==> config.mk <==
export PLATFORM = sky130hd
export DESIGN_NAME = mbox_regif
export DESIGN_NICKNAME = d
export VERILOG_FILES = /design/src/rtl/mbox_regif_pkg.sv /design/src/rtl/mbox_regif_fifo.sv /design/src/rtl/mbox_regif_regs.sv /design/src/rtl/mbox_regif.sv
export SDC_FILE = /design/constraint.sdc
export NUM_CORES = 1
export LEC_CHECK = 0
export BUFFER_PORTS_ARGS = -buffer_cell sky130_fd_sc_hd__buf_4
export CORE_MARGIN = 1
export CORE_UTILIZATION = 57
export DETAILED_ROUTE_END_ITERATION = 10
export PLACE_DENSITY = 0.81
export SLEW_MARGIN = 20
export SYNTH_ARGS = -nofsm -noshare
export SYNTH_HDL_FRONTEND = slang
export SYNTH_HIERARCHICAL = 1
export SYNTH_SLANG_ARGS = --single-unit
==> constraint.sdc <==
create_clock -name clk -period 4.18 [get_ports clk]
set_clock_uncertainty 0.2 [all_clocks]
set_input_delay 0.836 -clock clk [delete_from_list [all_inputs] [get_ports clk]]
set_output_delay 0.836 -clock clk [all_outputs]
set_load 0.05 [all_outputs]
==> src/rtl/mbox_regif_pkg.sv <==
package mbox_regif_pkg;

    localparam int WORD_W = 32;
    localparam int CHAN_W = 4;
    localparam int PAY_W  = WORD_W - CHAN_W;

    // Register offsets (byte addresses)
    localparam logic [7:0] OFF_POP    = 8'h00;
    localparam logic [7:0] OFF_STATUS = 8'h18;
    localparam logic [7:0] OFF_CFG    = 8'h1C;
    localparam logic [7:0] OFF_PUSH   = 8'h20;

    // Bit positions in status and configuration
    localparam int BIT_TX_FULL  = 31;
    localparam int BIT_RX_EMPTY = 30;
    localparam int BIT_OVF      = 0;

    localparam logic [WORD_W-1:0] CHAN_MASK = WORD_W'((1 << CHAN_W) - 1);

    typedef enum logic [2:0] {
        SEL_NONE,
        SEL_POP,
        SEL_STATUS,
        SEL_CFG,
        SEL_PUSH
    } reg_sel_e;

    // Join a channel number and a data word: channel under the mask, data above it
    function automatic logic [WORD_W-1:0] msg_pack(input logic [CHAN_W-1:0] chan,
                                                   input logic [WORD_W-1:0] data);
        return (data & ~CHAN_MASK) | (WORD_W'(chan) & CHAN_MASK);
    endfunction

    function automatic logic [CHAN_W-1:0] msg_chan(input logic [WORD_W-1:0] word);
        return CHAN_W'(word & CHAN_MASK);
    endfunction

    function automatic logic [PAY_W-1:0] msg_payload(input logic [WORD_W-1:0] word);
        return PAY_W'((word & ~CHAN_MASK) >> CHAN_W);
    endfunction

endpackage

==> src/rtl/mbox_regif_fifo.sv <==
module mbox_regif_fifo
    import mbox_regif_pkg::*;
#(
    parameter int DEPTH = 4,
    parameter int WIDTH = WORD_W
) (
    input  logic             clk,
    input  logic             rst,
    input  logic             push,
    input  logic [WIDTH-1:0] push_data,
    input  logic             pop,
    output logic [WIDTH-1:0] head,
    output logic             full,
    output logic             empty
);
    localparam int PTR_W = (DEPTH > 1) ? $clog2(DEPTH) : 1;
    localparam int CNT_W = $clog2(DEPTH + 1);
    localparam logic [PTR_W-1:0] LAST = PTR_W'(DEPTH - 1);
    localparam logic [CNT_W-1:0] CNT_FULL = CNT_W'(DEPTH);

    logic [WIDTH-1:0] store [DEPTH];
    logic [PTR_W-1:0] wr_ptr, rd_ptr;
    logic [CNT_W-1:0] count;
    logic             do_push, do_pop;

    assign full    = (count == CNT_FULL);
    assign empty   = (count == '0);
    assign do_push = push && !full;
    assign do_pop  = pop && !empty;
    assign head    = store[rd_ptr];

    function automatic logic [PTR_W-1:0] step(input logic [PTR_W-1:0] p);
        return (p == LAST) ? '0 : p + 1'b1;
    endfunction

    always_ff @(posedge clk) begin
        if (rst) begin
            wr_ptr <= '0;
            rd_ptr <= '0;
            count  <= '0;
        end else begin
            if (do_push) wr_ptr <= step(wr_ptr);
            if (do_pop)  rd_ptr <= step(rd_ptr);
            case ({do_push, do_pop})
                2'b10:   count <= count + 1'b1;
                2'b01:   count <= count - 1'b1;
                default: count <= count;
            endcase
        end
    end

    generate
        for (genvar i = 0; i < DEPTH; i++) begin : g_slot
            always_ff @(posedge clk) begin
                if (do_push && wr_ptr == PTR_W'(i)) store[i] <= push_data;
            end
        end
    endgenerate

endmodule

==> src/rtl/mbox_regif_regs.sv <==
module mbox_regif_regs
    import mbox_regif_pkg::*;
#(
    parameter int ADDR_W = 6
) (
    input  logic              clk,
    input  logic              rst,
    input  logic [ADDR_W-1:0] reg_addr,
    input  logic              reg_wr,
    input  logic              reg_rd,
    input  logic [WORD_W-1:0] reg_wdata,
    output logic [WORD_W-1:0] reg_rdata,
    input  logic              tx_full,
    input  logic              rx_empty,
    input  logic [WORD_W-1:0] rx_head,
    output logic              tx_push,
    output logic [WORD_W-1:0] tx_word,
    output logic              rx_pop,
    output logic              ovf
);
    localparam logic [ADDR_W-1:0] A_POP    = ADDR_W'(OFF_POP);
    localparam logic [ADDR_W-1:0] A_STATUS = ADDR_W'(OFF_STATUS);
    localparam logic [ADDR_W-1:0] A_CFG    = ADDR_W'(OFF_CFG);
    localparam logic [ADDR_W-1:0] A_PUSH   = ADDR_W'(OFF_PUSH);

    reg_sel_e          sel;
    logic              drop;
    logic              ovf_clr;
    logic [WORD_W-1:0] status_word;

    always_comb begin
        if (reg_addr == A_POP)         sel = SEL_POP;
        else if (reg_addr == A_STATUS) sel = SEL_STATUS;
        else if (reg_addr == A_CFG)    sel = SEL_CFG;
        else if (reg_addr == A_PUSH)   sel = SEL_PUSH;
        else                           sel = SEL_NONE;
    end

    assign tx_push = reg_wr && (sel == SEL_PUSH) && !tx_full;
    assign drop    = reg_wr && (sel == SEL_PUSH) && tx_full;
    assign ovf_clr = reg_wr && (sel == SEL_CFG) && reg_wdata[BIT_OVF];
    assign rx_pop  = reg_rd && (sel == SEL_POP) && !rx_empty;
    assign tx_word = msg_pack(msg_chan(reg_wdata), reg_wdata);

    always_ff @(posedge clk) begin
        if (rst)          ovf <= 1'b0;
        else if (drop)    ovf <= 1'b1;
        else if (ovf_clr) ovf <= 1'b0;
    end

    always_comb begin
        status_word = '0;
        status_word[BIT_TX_FULL]  = tx_full;
        status_word[BIT_RX_EMPTY] = rx_empty;
    end

    always_comb begin
        reg_rdata = '0;
        case (sel)
            SEL_POP:    reg_rdata = rx_empty ? '0 : rx_head;
            SEL_STATUS: reg_rdata = status_word;
            SEL_CFG:    reg_rdata[BIT_OVF] = ovf;
            default:    reg_rdata = '0;
        endcase
    end

endmodule

==> src/rtl/mbox_regif.sv <==
module mbox_regif
    import mbox_regif_pkg::*;
#(
    parameter int ADDR_W = 6,
    parameter int DEPTH  = 4
) (
    input  logic              clk,
    input  logic              rst,
    input  logic [ADDR_W-1:0] reg_addr,
    input  logic              reg_wr,
    input  logic              reg_rd,
    input  logic [WORD_W-1:0] reg_wdata,
    output logic [WORD_W-1:0] reg_rdata,
    output logic              tx_valid,
    input  logic              tx_ready,
    output logic [CHAN_W-1:0] tx_chan,
    output logic [PAY_W-1:0]  tx_payload,
    input  logic              rx_valid,
    output logic              rx_ready,
    input  logic [CHAN_W-1:0] rx_chan,
    input  logic [PAY_W-1:0]  rx_payload
);
    logic              tx_full_w, tx_empty_w, tx_push_w;
    logic              rx_full_w, rx_empty_w, rx_pop_w;
    logic              ovf_w;
    logic [WORD_W-1:0] tx_word_w, tx_head_w, rx_head_w, rx_word_w;

    mbox_regif_regs #(.ADDR_W(ADDR_W)) u_regs (
        .clk       (clk),
        .rst       (rst),
        .reg_addr  (reg_addr),
        .reg_wr    (reg_wr),
        .reg_rd    (reg_rd),
        .reg_wdata (reg_wdata),
        .reg_rdata (reg_rdata),
        .tx_full   (tx_full_w),
        .rx_empty  (rx_empty_w),
        .rx_head   (rx_head_w),
        .tx_push   (tx_push_w),
        .tx_word   (tx_word_w),
        .rx_pop    (rx_pop_w),
        .ovf       (ovf_w)
    );

    mbox_regif_fifo #(.DEPTH(DEPTH), .WIDTH(WORD_W)) u_tx_q (
        .clk       (clk),
        .rst       (rst),
        .push      (tx_push_w),
        .push_data (tx_word_w),
        .pop       (tx_valid && tx_ready),
        .head      (tx_head_w),
        .full      (tx_full_w),
        .empty     (tx_empty_w)
    );

    assign rx_word_w = msg_pack(rx_chan, {rx_payload, {CHAN_W{1'b0}}});

    mbox_regif_fifo #(.DEPTH(DEPTH), .WIDTH(WORD_W)) u_rx_q (
        .clk       (clk),
        .rst       (rst),
        .push      (rx_valid && rx_ready),
        .push_data (rx_word_w),
        .pop       (rx_pop_w),
        .head      (rx_head_w),
        .full      (rx_full_w),
        .empty     (rx_empty_w)
    );

    assign tx_valid   = !tx_empty_w;
    assign rx_ready   = !rx_full_w;
    assign tx_chan    = msg_chan(tx_head_w);
    assign tx_payload = msg_payload(tx_head_w);

endmodule

==> metrics.yaml <==
drtAntennaViolNets: 0
drive_above_1_share_pct: 44.1
drt_iter0_drc: 265
sequentialPowerShare_pct: 55.7
synth_area_sq_um: 10900
avgSynthCellArea_sq_um: 20.5
dieArea_sq_um: 19600
diodes: 0
rr_endpoint: "u_tx_q/count[2]"
clk_latency_ps: 510
die_y_um: 140
postLayoutCellArea_sq_um: 12800
hold_violations: 0
p_leak_nw: 4.42
post-cts-setup-buffers: 0
tritoncts: "done"
drv_cap: 0
met3WireLength_um: 1230
yosys.area_share.adder_pct: 1.75
path_clk_slew_ps: 60
wl_met2_um: 9860
viasPerCell: 5.75
finalNonFillerCells: 908
combPwrFrac_pct: 3.5
setup_viol: 0
synth_compound_area_share_pct: 1.33
fmax_ghz: 0.282
rr_startpoint: "u_tx_q/count[2]"
grt_use_total_pct: 19.9
synth_xor_area_share_pct: 0.323
yosysMostFrequentCell: "edfxtp_1"
slew_headroom_pct: 38.3
syn_to_final_growth_pct: 17.5
synth_top_cell_by_area: "edfxtp_1"
power_density_nw_per_um2: 436
cts_resized: 0
regArea_sq_um: 8070
synth_top_family_by_area: "multiplexers"
finalSetupTns_ps: 0
synth.distinct_cells: 39
place_inst: 860
htreeDepth: 1
p_total_w: 0.00556
wl_um: 18800
rows: 50
synth_sequential_area_ratio_pct: 74.3
p_sw_w: 0.00103
placed_area_sq_um: 11900
antenna_found_initial: 0
grt-ovfl-total: 0
grt_pass1_vias: 5697
min_period_over_period_pct: 84.8
cts_hold_buf: 0
start_util_pct: 58.1
r2r_cells: 11
dp.final_hpwl_um: 11700
min_from: "u_rx_q/rd_ptr[0]"
multi_input_area_sq_um: 2360
p_int_w: 0.00453
cts_sinks: 275
syn_nets: 620
slew_violations: 0
ys_warn_count: 6
crit_arrival_ps: 2510
gp_congestion: 0.761
required_ps: 3140
clockBufferDepth: 3
worstHoldPathType: "reg -> reg"
synth-simple-area-share_pct: 4.89
numCtsBuffers: 26
grt_pass1_wl_um: 29600
post-route-min-period_ps: 3550
synthFlopType: "edfxtp_1"
highest_layer: "met4"
nNetsFinal: 744
worstSetupEndpoint: "reg_rdata[28]"
io_buffers: 141
ys_seq_elements: 275
rsz0062_at_grt: "false"
pwr-share-clk_pct: 40.8
ys_top_cells_by_count: "edfxtp_1 (256), mux4_2 (64), buf_4 (38)"
status: "complete, no violations"
synthArstFlopShare_pct: 0
drc: 0
grt_max_degree: 33
fill_cells: 1181
switching_share_pct: 18.5
via_count: 5224
cp-start-kind: "flip-flop"
reg2reg_slack_ps: 1140
ir_worst_vdd_uv: 341
worstHoldPathCells: 2
avgRoutedWirePerCell_um: 20.7
io_pins: 142
muxShareOfSynthArea_pct: 13.5
synthTopCellsByArea: "edfxtp_1 (71%), mux4_2 (13%), dfxtp_1 (3.5%)"
crit_fanout: 17
drt-met1-wl_um: 7290
worstMarginPinSlew_ps: 925
crit_path_end_kind: "output port"
synth-edff-count: 256
detail_route.first_pass.iterations: 5
root_buffer: "clkbuf_16"
die_w_um: 140
core-area_sq_um: 18700
synth_top_area_share_pct: 70.8
post-route-util_pct: 68.2
syn_inst: 530
critical_path_class: "reg -> out"
-- logic make-up (layout without fill, tap and decap cells) --
logic type / count (synthesis) / count (layout)
compound gates: 21 / 21
xor+xnor: 4 / 4
fa+ha+maj: 14 / 14
buf+inv: 71 / 215
flops: 275 / 275
mux: 66 / 66
simple gates: 79 / 79
-- layout by cell type (no fill, tap or decap), types with 7 or more instances in the layout --
master | synthesis | layout
a21oi_1 | 9 | 9
clkbuf_1 | 2 | 11
dfxtp_1 | 19 | 16
nor2_1 | 11 | 11
and3_2 | 6 | 7
clkbuf_16 | 0 | 27
and2_2 | 30 | 30
inv_1 | 18 | 18
mux4_2 | 64 | 64
buf_4 | 38 | 149
edfxtp_1 | 256 | 256
ha_1 | 12 | 12
-- critical path, stage by stage (launching register included) --
cell	delay [ps]
dfxtp_2	730
buf_4	340
mux4_2	530
and2_2	190
buf_4	180
-- sequential cells by signal (all words and copies together), names as in the netlist, named ones only --
name,flops
u_tx_q/store,128
u_rx_q/rd_ptr,2
u_rx_q/store,128
u_regs/ovf,1
u_rx_q/count,3
u_tx_q/wr_ptr,2
u_tx_q/rd_ptr,2
u_tx_q/count,3
u_rx_q/wr_ptr,2
-- how the worst min path moves through the flow --
stage | end | slack, ps
2_1_floorplan | flip-flop | 260
3_3_place_gp | flip-flop | 270
3_5_place_dp | flip-flop | 280
4_1_cts | u_rx_q/store[1][6] | 290
5_1_grt | u_rx_q/store[1][6] | 290
6_report | flip-flop | 290
-- final cells by class --
cell class | instances | area share (%)
Multi-Input combinational cell | 184 | 18.5
Sequential cell | 275 | 63.3
Tap cell | 234 | 2.30
Clock buffer | 41 | 5.94
Inverter | 18 | 0.530
Timing Repair Buffer | 149 | 8.77
Clock inverter | 7 | 0.667
-- power by group through the flow --
| stage | clock [W] | combinational [W] | sequential (W) |
|---|---|---|---|
| 6_report | 0.00227 | 0.000196 | 0.00309 |
| 5_1_grt | 0.00242 | 0.000213 | 0.00310 |
| 4_1_cts | 0.00232 | 0.000198 | 0.00309 |
| 3_5_place_dp | 0 | 0.000197 | 0.00315 |
| 3_3_place_gp | 0 | 0.000185 | 0.00315 |
| 2_1_floorplan | 0 | 0.000114 | 0.00314 |
-- metal layers --
metal	vias to the layer above	track usage, %
met5	-	0
met4	0	5.67
met3	36	4.72
met2	189	36.0
met1	2675	23.8
li1	2324	-
-- stage by stage --
step | setup WS, ps | hold slack (ps)
2_1_floorplan | 518 | 263
6_report | 634 | 294
5_1_grt | 476 | 292
3_5_place_dp | 448 | 282
4_1_cts | 564 | 289
3_3_place_gp | 540 | 268
Power figures use the tool's default switching activity.
